## src/rtl/cic_pkg.sv

```systemverilog
package cic_pkg;
  localparam int N_RATES = 4;
  localparam int RATE_SEL_W = 2;
  localparam int RATE_TAB [N_RATES] = '{5, 10, 20, 50};

  // bits of growth: smallest b with 2^b >= rate^stages
  function automatic int gain_bits(input int rate, input int stages);
    longint p;
    int b;
    p = 1;
    for (int n = 0; n < stages; n++) p = p * longint'(rate);
    b = 0;
    for (int i = 0; i < 62; i++) if ((longint'(1) <<< b) < p) b++;
    return b;
  endfunction

  function automatic int max_rate();
    int m;
    m = 0;
    for (int r = 0; r < N_RATES; r++) if (RATE_TAB[r] > m) m = RATE_TAB[r];
    return m;
  endfunction
endpackage

```

## src/rtl/cic_slice_addsub.sv

```systemverilog
module cic_slice_addsub #(
  parameter int SW  = 4,
  parameter int NSL = 9,
  localparam int W  = SW * NSL
) (
  input  logic [W-1:0]   a,
  input  logic [W-1:0]   b,
  input  logic           sub,
  input  logic [NSL-1:0] act,
  output logic [W-1:0]   s
);
  logic [NSL-1:0] cy;
  assign cy[0] = sub;

  for (genvar k = 0; k < NSL; k++) begin : g_sl
    logic [SW-1:0] ag, bg;
    logic          ci;
    // operand isolation: a frozen slice sees zeros and no carry
    assign ag = act[k] ? a[k*SW +: SW] : '0;
    assign bg = act[k] ? (sub ? ~b[k*SW +: SW] : b[k*SW +: SW]) : '0;
    assign ci = cy[k] & act[k];
    if (k == NSL - 1) begin : g_top
      assign s[k*SW +: SW] = ag + bg + {{(SW-1){1'b0}}, ci};
    end else begin : g_mid
      assign {cy[k+1], s[k*SW +: SW]} = {1'b0, ag} + {1'b0, bg} + {{SW{1'b0}}, ci};
    end
  end
endmodule

```

## src/rtl/cic_integ.sv

```systemverilog
module cic_integ #(
  parameter int IN_W   = 12,
  parameter int STAGES = 4,
  parameter int SW     = 4,
  parameter int NSL    = 9,
  parameter int CNT_W  = 6,
  localparam int W     = SW * NSL
) (
  input  logic              clk,
  input  logic              rst_n,
  input  logic              clr,
  input  logic [NSL-1:0]    act,
  input  logic [CNT_W-1:0]  lim,
  input  logic              in_valid,
  input  logic [IN_W-1:0]   in_data,
  output logic              dec_valid,
  output logic [W-1:0]      dec_data
);
  logic [W-1:0]     acc_q [STAGES];
  logic [W-1:0]     acc_d [STAGES];
  logic [W-1:0]     acc_n [STAGES];
  logic [W-1:0]     opnd  [STAGES];
  logic [NSL-1:0]   sl_en;
  logic [CNT_W-1:0] cnt_q, cnt_n;

  for (genvar s = 0; s < STAGES; s++) begin : g_stg
    if (s == 0) begin : g_first
      assign opnd[s] = {{(W-IN_W){in_data[IN_W-1]}}, in_data};
    end else begin : g_next
      assign opnd[s] = acc_q[s-1];
    end
    cic_slice_addsub #(.SW(SW), .NSL(NSL)) u_add (
      .a(acc_q[s]), .b(opnd[s]), .sub(1'b0), .act(act), .s(acc_d[s]));
  end

  always_comb begin
    for (int k = 0; k < NSL; k++) sl_en[k] = clr | (in_valid & act[k]);
    for (int s = 0; s < STAGES; s++) acc_n[s] = clr ? '0 : acc_d[s];
  end

  always_ff @(posedge clk or negedge rst_n) begin
    if (!rst_n) begin
      for (int s = 0; s < STAGES; s++) acc_q[s] <= '0;
    end else begin
      for (int s = 0; s < STAGES; s++)
        for (int k = 0; k < NSL; k++)
          if (sl_en[k]) acc_q[s][k*SW +: SW] <= acc_n[s][k*SW +: SW];
    end
  end

  assign dec_valid = in_valid & ~clr & (cnt_q == lim);
  assign dec_data  = acc_d[STAGES-1];

  always_comb begin
    cnt_n = cnt_q;
    if (clr)            cnt_n = '0;
    else if (dec_valid) cnt_n = '0;
    else if (in_valid)  cnt_n = cnt_q + 1'b1;
  end

  always_ff @(posedge clk or negedge rst_n) begin
    if (!rst_n) cnt_q <= '0;
    else        cnt_q <= cnt_n;
  end

  for (genvar s = 0; s < STAGES; s++) begin : g_chk_s
    for (genvar k = 0; k < NSL; k++) begin : g_chk_k

      gated_hold_chk: assert property (@(posedge clk) disable iff (!rst_n)
        (!act[k] && !clr) |=> $stable(acc_q[s][k*SW +: SW]));
    end
  end


  clear_state_chk: assert property (@(posedge clk) disable iff (!rst_n)
    clr |=> (cnt_q == '0 && acc_q[STAGES-1] == '0 && acc_q[0] == '0));


  phase_range_chk: assert property (@(posedge clk) disable iff (!rst_n)
    cnt_q <= lim);
endmodule

```

## src/rtl/cic_comb_seq.sv

```systemverilog
module cic_comb_seq #(
  parameter int STAGES = 4,
  parameter int SW     = 4,
  parameter int NSL    = 9,
  localparam int W     = SW * NSL,
  localparam int STP_W = (STAGES > 1) ? $clog2(STAGES) : 1
) (
  input  logic           clk,
  input  logic           rst_n,
  input  logic           clr,
  input  logic [NSL-1:0] act,
  input  logic           dec_valid,
  input  logic [W-1:0]   dec_data,
  output logic           res_valid,
  output logic [W-1:0]   res_data
);
  logic [W-1:0]     cur_q, cur_n, diff;
  logic [W-1:0]     dly_q [STAGES];
  logic [W-1:0]     dly_n [STAGES];
  logic             busy_q, busy_n, done_q, done_n;
  logic [STP_W-1:0] stp_q, stp_n;

  // the single shared subtractor for every comb stage
  cic_slice_addsub #(.SW(SW), .NSL(NSL)) u_sub (
    .a(cur_q), .b(dly_q[stp_q]), .sub(1'b1), .act(act), .s(diff));

  always_comb begin
    cur_n  = cur_q;
    busy_n = busy_q;
    stp_n  = stp_q;
    done_n = 1'b0;
    for (int k = 0; k < STAGES; k++) dly_n[k] = dly_q[k];
    if (clr) begin
      cur_n  = '0;
      busy_n = 1'b0;
      stp_n  = '0;
      for (int k = 0; k < STAGES; k++) dly_n[k] = '0;
    end else if (dec_valid) begin
      cur_n  = dec_data;
      busy_n = 1'b1;
      stp_n  = '0;
    end else if (busy_q) begin
      dly_n[stp_q] = cur_q;
      cur_n        = diff;
      if (stp_q == STP_W'(STAGES - 1)) begin
        stp_n  = '0;
        busy_n = 1'b0;
        done_n = 1'b1;
      end else begin
        stp_n = stp_q + 1'b1;
      end
    end
  end

  always_ff @(posedge clk or negedge rst_n) begin
    if (!rst_n) begin
      cur_q  <= '0;
      busy_q <= 1'b0;
      stp_q  <= '0;
      done_q <= 1'b0;
      for (int k = 0; k < STAGES; k++) dly_q[k] <= '0;
    end else begin
      cur_q  <= cur_n;
      busy_q <= busy_n;
      stp_q  <= stp_n;
      done_q <= done_n;
      for (int k = 0; k < STAGES; k++) dly_q[k] <= dly_n[k];
    end
  end

  assign res_valid = done_q;
  assign res_data  = cur_q;


  comb_idle_chk: assert property (@(posedge clk) disable iff (!rst_n)
    dec_valid |-> !busy_q);
endmodule

```

## src/rtl/cic_decim_gated.sv

```systemverilog
module cic_decim_gated #(
  parameter int IN_W    = 12,
  parameter int OUT_W   = 16,
  parameter int STAGES  = 4,
  parameter int SLICE_W = 4
) (
  input  logic                              clk,
  input  logic                              rst_n,
  input  logic [cic_pkg::RATE_SEL_W-1:0]    rate_sel,
  input  logic                              in_valid,
  input  logic [IN_W-1:0]                   in_data,
  output logic                              out_valid,
  output logic [OUT_W-1:0]                  out_data
);
  import cic_pkg::*;

  localparam int RMAX  = max_rate();
  localparam int GROW  = gain_bits(RMAX, STAGES);
  localparam int NSL   = (IN_W + GROW + SLICE_W - 1) / SLICE_W;
  localparam int ACC_W = NSL * SLICE_W;
  localparam int CNT_W = $clog2(RMAX);
  localparam int SH_W  = $clog2(ACC_W);

  logic [NSL-1:0]   mask_tab [N_RATES];
  logic [CNT_W-1:0] lim_tab  [N_RATES];
  logic [SH_W-1:0]  sh_tab   [N_RATES];

  for (genvar r = 0; r < N_RATES; r++) begin : g_rate
    localparam int GB = gain_bits(RATE_TAB[r], STAGES);
    localparam int NS = (IN_W + GB + SLICE_W - 1) / SLICE_W;
    assign mask_tab[r] = {NSL{1'b1}} >> (NSL - NS);
    assign lim_tab[r]  = CNT_W'(RATE_TAB[r] - 1);
    assign sh_tab[r]   = SH_W'(IN_W + GB - OUT_W);
  end

  // reset: asynchronous assert, synchronous release
  logic rst_meta, rst_q;
  always_ff @(posedge clk or negedge rst_n) begin
    if (!rst_n) begin
      rst_meta <= 1'b0;
      rst_q    <= 1'b0;
    end else begin
      rst_meta <= 1'b1;
      rst_q    <= rst_meta;
    end
  end

  logic [RATE_SEL_W-1:0] rate_q;
  logic [NSL-1:0]        act_q;
  logic                  clr;
  assign clr = (rate_sel != rate_q);

  always_ff @(posedge clk or negedge rst_q) begin
    if (!rst_q) begin
      rate_q <= '0;
      act_q  <= {NSL{1'b1}} >> (NSL - (IN_W + gain_bits(RATE_TAB[0], STAGES) + SLICE_W - 1) / SLICE_W);
    end else if (clr) begin
      rate_q <= rate_sel;
      act_q  <= mask_tab[rate_sel];
    end
  end

  logic             dec_valid, res_valid;
  logic [ACC_W-1:0] dec_data, res_data;

  cic_integ #(.IN_W(IN_W), .STAGES(STAGES), .SW(SLICE_W), .NSL(NSL), .CNT_W(CNT_W)) u_integ (
    .clk(clk), .rst_n(rst_q), .clr(clr), .act(act_q), .lim(lim_tab[rate_q]),
    .in_valid(in_valid), .in_data(in_data),
    .dec_valid(dec_valid), .dec_data(dec_data));

  cic_comb_seq #(.STAGES(STAGES), .SW(SLICE_W), .NSL(NSL)) u_comb (
    .clk(clk), .rst_n(rst_q), .clr(clr), .act(act_q),
    .dec_valid(dec_valid), .dec_data(dec_data),
    .res_valid(res_valid), .res_data(res_data));

  logic             ov_n;
  logic [OUT_W-1:0] od_n;
  assign ov_n = res_valid & ~clr;
  assign od_n = res_data[sh_tab[rate_q] +: OUT_W];

  always_ff @(posedge clk or negedge rst_q) begin
    if (!rst_q) begin
      out_valid <= 1'b0;
      out_data  <= '0;
    end else begin
      out_valid <= ov_n;
      if (ov_n) out_data <= od_n;
    end
  end


  single_pulse_chk: assert property (@(posedge clk) disable iff (!rst_q)
    out_valid |=> !out_valid);
endmodule

```

## config.mk

```make
export PLATFORM = sky130hd
export DESIGN_NAME = cic_decim_gated
export DESIGN_NICKNAME = d
export VERILOG_FILES = /design/src/rtl/cic_pkg.sv /design/src/rtl/cic_slice_addsub.sv /design/src/rtl/cic_integ.sv /design/src/rtl/cic_comb_seq.sv /design/src/rtl/cic_decim_gated.sv
export SDC_FILE = /design/constraint.sdc
export NUM_CORES = 1
export LEC_CHECK = 0
export CORE_MARGIN = 2
export CORE_UTILIZATION = 60
export CTS_BUF_LIST = sky130_fd_sc_hd__clkbuf_8
export CTS_CLUSTER_DIAMETER = 120
export DETAILED_ROUTE_END_ITERATION = 8
export GPL_TIMING_DRIVEN = 0
export PLACE_DENSITY = 0.89
export SETUP_SLACK_MARGIN = 0.15
export SLEW_MARGIN = 20
export SYNTH_ARGS = -nofsm -noshare
export SYNTH_HDL_FRONTEND = slang
export SYNTH_SLANG_ARGS = --single-unit
```

## constraint.sdc

```tcl
create_clock -name clk -period 12.65 [get_ports clk]
set_input_delay 3.795 -clock clk [delete_from_list [all_inputs] [get_ports clk]]
set_output_delay 3.795 -clock clk [all_outputs]
set_load 0.01 [all_outputs]
```

# Yosys cells after proc, flatten, opt, wreduce, memory -nomap -nowiden
# Index checks and enable logic that the tools add are counted.
# classes
addsub	88
magnitude_cmp	4
eq_ne	4
shifts	1
n_mux	103
n_bitwise	74
n_reduce_logical	5
# op_table
op	n
$mux W144	3
$mux W36	10
$mux W4	63
$add A4 B4 Y5	40
$add A5 B1 Y5	36
$bwmux W144	1
$bmux W36 S2	1
$demux W36 S2	1
$and A1 B1 Y1	52
$mux W6	7
$not A4 Y4	9
$shiftx A36 B7 Y16	1
$bmux W6 S2	2
$add A4 B1 Y4	5
$add A4 B4 Y4	5
$bmux W9 S2	1
$mux W9	2
$ge A3 B3 Y1 const B	3
$not A2 Y3	3
$or A1 B1 Y1	9
$mux W1	8
$mux W2	4
$add A6 B1 Y6 const B	1
$eq A6 B6 Y1	1
other kinds (10)	11
# totals
reg_bits	364
inputBits	17
out_inout_bits	17

# Logic depth before layout (Yosys ltp)
# depth
ltp_word	27
depth_mapped	47
depth_no_buf	47

# By module
# Synthesis repeated with hierarchy kept, for this count alone.
# unflattened
hier_cells	2755
hier_area_um2	27579.0
# by_module_without_submodules
mod	instances	cells_each	area_each_um2
cic_comb_seq	1	776	9671.8
cic_slice_addsub	5	220	1930.6
cic_integ	1	674	6102.1
cic_decim_gated	1	205	2152.1

# Least setup slack after synthesis
# OpenSTA, ideal clock, no wires.
# synth_timing
kind	in2reg
from	input in_data[0]
to	register u_integ.acc_q[143] (netlist bit)
setup_time_ps	78
arrival_ps	13263
path_slack_ps	-691
stages	47
path_buffers	0
cell_sequence	ha_1 > inv_1 > fa_1 > inv_1 > a21o_1 > a21oi_1 > fa_1 > fa_1 > inv_1 > a21o_1 > a21oi_1 > fa_1 > fa_1 > inv_1 > a21o_1 > a21oi_1 > fa_1 > fa_1 > (+11 left out) > o21a_1 > o21ai_0 > fa_1 > fa_1 > nor2b_1 > o21a_1 > o21ai_0 > fa_1 > fa_1 > nor2b_1 > o21a_1 > o21ai_0 > fa_1 > nor2b_1 > o21ai_0 > and3_1 > or4_1 > a21oi_1
# synth_via
elab_chain_len	19
# synth_lines
element	line	text
start: declaration	cic_decim_gated.sv:11	input logic [IN_W-1:0] in_data,
$mux W4	cic_slice_addsub.sv:20	assign bg = act[k] ? (sub ? ~b[k*SW +: SW] : b[k*SW +: SW]) : '0;
$add A4 B4 Y5	cic_slice_addsub.sv:25	assign {cy[k+1], s[k*SW +: SW]} = {1'b0, ag} + {1'b0, bg} + {{SW{1'b0}}, ci};
$and A1 B1 Y1	cic_slice_addsub.sv:21	assign ci = cy[k] & act[k];
$add A5 B1 Y5	cic_slice_addsub.sv:25	
$and A1 B1 Y1	cic_slice_addsub.sv:21	
$add A5 B1 Y5	cic_slice_addsub.sv:25	
$and A1 B1 Y1	cic_slice_addsub.sv:21	
$add A5 B1 Y5	cic_slice_addsub.sv:25	
(+3 left out)	--	
$add A5 B1 Y5	cic_slice_addsub.sv:25	
$and A1 B1 Y1	cic_slice_addsub.sv:21	
$add A5 B1 Y5	cic_slice_addsub.sv:25	
$and A1 B1 Y1	cic_slice_addsub.sv:21	
$add A5 B1 Y5	cic_slice_addsub.sv:25	
$and A1 B1 Y1	cic_slice_addsub.sv:21	
$add A4 B1 Y4	cic_slice_addsub.sv:23	assign s[k*SW +: SW] = ag + bg + {{(SW-1){1'b0}}, ci};
$mux W36	cic_integ.sv:38	for (int s = 0; s < STAGES; s++) acc_n[s] = clr ? '0 : acc_d[s];
end signal: indexed assignment	cic_integ.sv:47	if (sl_en[k]) acc_q[s][k*SW +: SW] <= acc_n[s][k*SW +: SW];
end: declaration	cic_integ.sv:19	logic [W-1:0] acc_q [STAGES];
# No other way between the ends.
# A chain may end at the register's enable or synchronous reset.

# Worst setup path after layout
# Same ends and word-level chain as after synthesis.

==> results.json <==
{
  "status": "complete, no violations",
  "cp_data_required_time_ns": 13.19,
  "clock_skew_ns": 0.02915,
  "totalWireLength_um": 58160,
  "final_core_util_pct": 68.23,
  "antenna_found_initial": 1,
  "drive_above_1_share_pct": 11.41,
  "cp_slowest_cell": "or4_1",
  "cp.depth": 48,
  "gp_congestion": 0.8922,
  "synth.most_common_cell": "dfrtp_1",
  "layout.nets": 2415,
  "ys.flop_type": "dfrtp_1",
  "die_h_um": 195.1,
  "rsz0062_at_grt": "yes",
  "dp_cells": 2553,
  "slew_viol_final": 0,
  "vdd.ir_drop.worst_v": 0.00007909,
  "r2r_slack_ns": 0.46,
  "start_util_pct": 61.31,
  "r2r_end": "u_comb.res_data[35]",
  "fin_crit_ns": 12.45,
  "grt_use_met1_pct": 39.23,
  "clkTransAtPathRegs_ns": 0.07,
  "critical_path.endpoint_type": "flip-flop",
  "grt_pass1_vias": 18450,
  "synthArstFlopShare_pct": 100.0,
  "slew_headroom_pct": 31.66,
  "first_pass_iters": 6,
  "ant_nets": 0,
  "netlist.area_leader.share_pct": 40.77,
  "hold_class": "flip-flop to async pin",
  "endpoint": "u_integ.acc_q[143]",
  "synth_cells": 2053,
  "r2r_cells": 45,
  "dp_hpwl_um": 42040,
  "numCtsBuffers": 57,
  "maxCapViolCount": 0,
  "finalHoldViolCount": 0,
  "grt-busiest-layer": "met2",
  "synth_area_mm2": 0.02191,
  "wl_per_cell_um": 21.78,
  "cts_root_buffer": "clkbuf_8",
  "row_count": 69,
  "synth_edf_count": 0,
  "coreArea_mm2": 0.03574,
  "cp_top_family": "adder cells",
  "grt_pass1_wl_um": 95090,
  "seq_area_frac_synth_pct": 40.77,
  "p_leak_nw": 11.05,
  "cts_buffer_depth": 3,
  "timing.rr.start": "u_comb.stp_q[1]",
  "area_growth_pct": 11.28,
  "start_kind": "primary input",
  "worst_pin_slew_ns": 1.018,
  "critPathMaxFanout": 2,
  "die-area_mm2": 0.03807,
  "cellPowerDensity_mw_per_mm2": 100.8,
  "fin_crit_sh_pct": 98.38,
  "slowest_delay_ns": 0.40,
  "fmax_mhz": 80.35,
  "viasPerCell": 6.400,
  "crit_top_cell": "fa_2",
  "ys_warn_count": 0,
  "grt_max_degree": 58,
  "grt_usage_pct": 31.35,
  "use_met3_pct": 6.891,
  "clock_latency_ns": 0.63,
  "holdBufCountCts": 0,
  "path_buf_inv": 7,
  "io_buffers": 32,
  "gr-total-overflow": 0,
  "setup_violations": 0,
  "critPathKind": "primary input to flip-flop",
  "first_iter_violations": 1482,
  "num_vias": 17090,
  "stdcell_count": 2670,
  "syn_area_per_cell_um2": 10.67,
  "num_io_pins": 34,
  "setup_tns_ns": 0,
  "yosys_register_bits": 357,
  "htree_levels": 2,
  "whs_ns": 0.1523,
  "cts.sinks": 357,
  "die_width_um": 195.1,
  "synth_nets": 2299,
  "synthTopCellsByCount": "357 x dfrtp_1, 150 x nor2_1, 146 x a22o_1, 144 x ha_1, 130 x inv_1",
  "netlist.top_cell.by_area": "dfrtp_1",
  "fillers": 2513,
  "drc": 0,
  "synthTopCellsByArea": "dfrtp_1 41%, ha_1 8.2%, fa_1 7.8%",
  "arrival_ns": 12.99,
  "grt_util_met2_pct": 50.41,
  "cts_tree": "built",
  "ys_types": 55,
  "critical_path.startpoint": "in_data[0]",
  "n_antenna_cell": 0
}
==> final cells by class <==
type / instances / area, um2 / area share [%]
multi-input combinational: 1430 / 12030 / 49.34
sequential: 357 / 8939 / 36.65
clock buffer: 72 / 991.0 / 4.063
timing repair buffer: 57 / 646.9 / 2.653
buffer: 134 / 586.8 / 2.406
tap: 461 / 576.8 / 2.365
inverter: 132 / 495.5 / 2.032
clock inverter: 27 / 120.1 / 0.4925
==> sequential cells by signal, indices dropped and copies added, names as in the netlist, 2 cells and up <==
| name | flops |
|---|---|
| u_comb.dly_q | 144 |
| out_data | 16 |
| u_integ.cnt_q | 6 |
| u_comb.res_data | 36 |
| u_comb.stp_q | 2 |
| u_integ.acc_q | 144 |
| act_q | 3 |
==> routing by layer <==
| metal | share of wire (%) | up-vias | wire, um |
|---|---|---|---|
| met5 | 0.026 | - | 15 |
| met2 | 47 | 874 | 27570 |
| met3 | 8.6 | 243 | 5024 |
| met4 | 5.4 | 2 | 3146 |
| met1 | 39 | 8462 | 22410 |
| li1 | - | 7507 | - |
==> cell families (layout without fill, tap and decap cells) <==
family,after synthesis,count (layout),share of synthesized area (%)
muxes,95,95,6.823
buffers and inverters,266,422,4.819
AOI/OAI and AO/OA,554,554,18.20
and+or+nand+nor,489,489,10.91
DFF,357,357,40.77
xor gates and xnor gates,62,62,2.478
adders and majority gates,229,229,15.99
other,1,1,0.01711
==> metrics by stage <==
step | power (mW) | worst slack [ns] | instance area, um2
final | 2.459 | 0.2045 | 24390
after floorplan | 1.389 | -0.09248 | 21950
after detailed placement | 1.487 | -1.230 | 23040
after CTS | 2.460 | 0.08245 | 24300
after global placement | 1.463 | -1.612 | 22850
after global routing | 2.550 | -0.1969 | 24390
==> layout by cell type (no fill, tap or decap), types with 7 or more instances in the layout <==
cell             count
dfrtp_1            355
nor2_1             150
a22o_1             146
ha_1               142
inv_1              138
nand2_1            115
a21oi_1            107
clkbuf_1            85
o21ai_0             73
clkbuf_8            72
fa_1                69
a211oi_1            68
nor2b_1             66
and2_1              47
o21a_1              44
nor3_1              44
mux4_2              42
a21o_1              41
mux2i_1             38
xor2_1              35
nand3b_1            32
clkdlybuf4s50_1     29
xnor2_1             27
buf_2               26
buf_4               17
fa_2                16
mux2_2              15
buf_1               13
a22oi_1             12
nand3_1             11
inv_2                9
clkinv_2             9
buf_6                8
o221ai_1             8
a221o_1              7
o211ai_1             7
==> repair_timing <==
action                                  in CTS  in global routing
hold endpoints to repair                     0                  0
resized for setup                           28                 28
endpoints found under the setup margin       8                  7
buffers inserted                            13                  5
pin swaps                                    8                  3
==> worst min-delay path by stage <==
stage          slack [ns]          endpoint  startpoint  depth (start not counted)
2_1_floorplan        0.33             rst_q    rst_meta                          0
3_3_place_gp         0.34             rst_q    rst_meta                          0
3_5_place_dp         0.17  u_integ.acc_q[0]       rst_q                          0
4_1_cts              0.16  u_integ.acc_q[0]       rst_q                          0
5_1_grt              0.17  u_integ.acc_q[0]       rst_q                          0
6_report             0.15  u_integ.acc_q[0]       rst_q                          0
==> power breakdown <==
group / internal, mW / leakage (nW) / switching, mW
Clock: 0.508 / 0.638 / 0.470
Combinational: 0.101 / 5.46 / 0.201
Sequential: 1.16 / 4.95 / 0.0178
(Power assumes the default switching activity.)
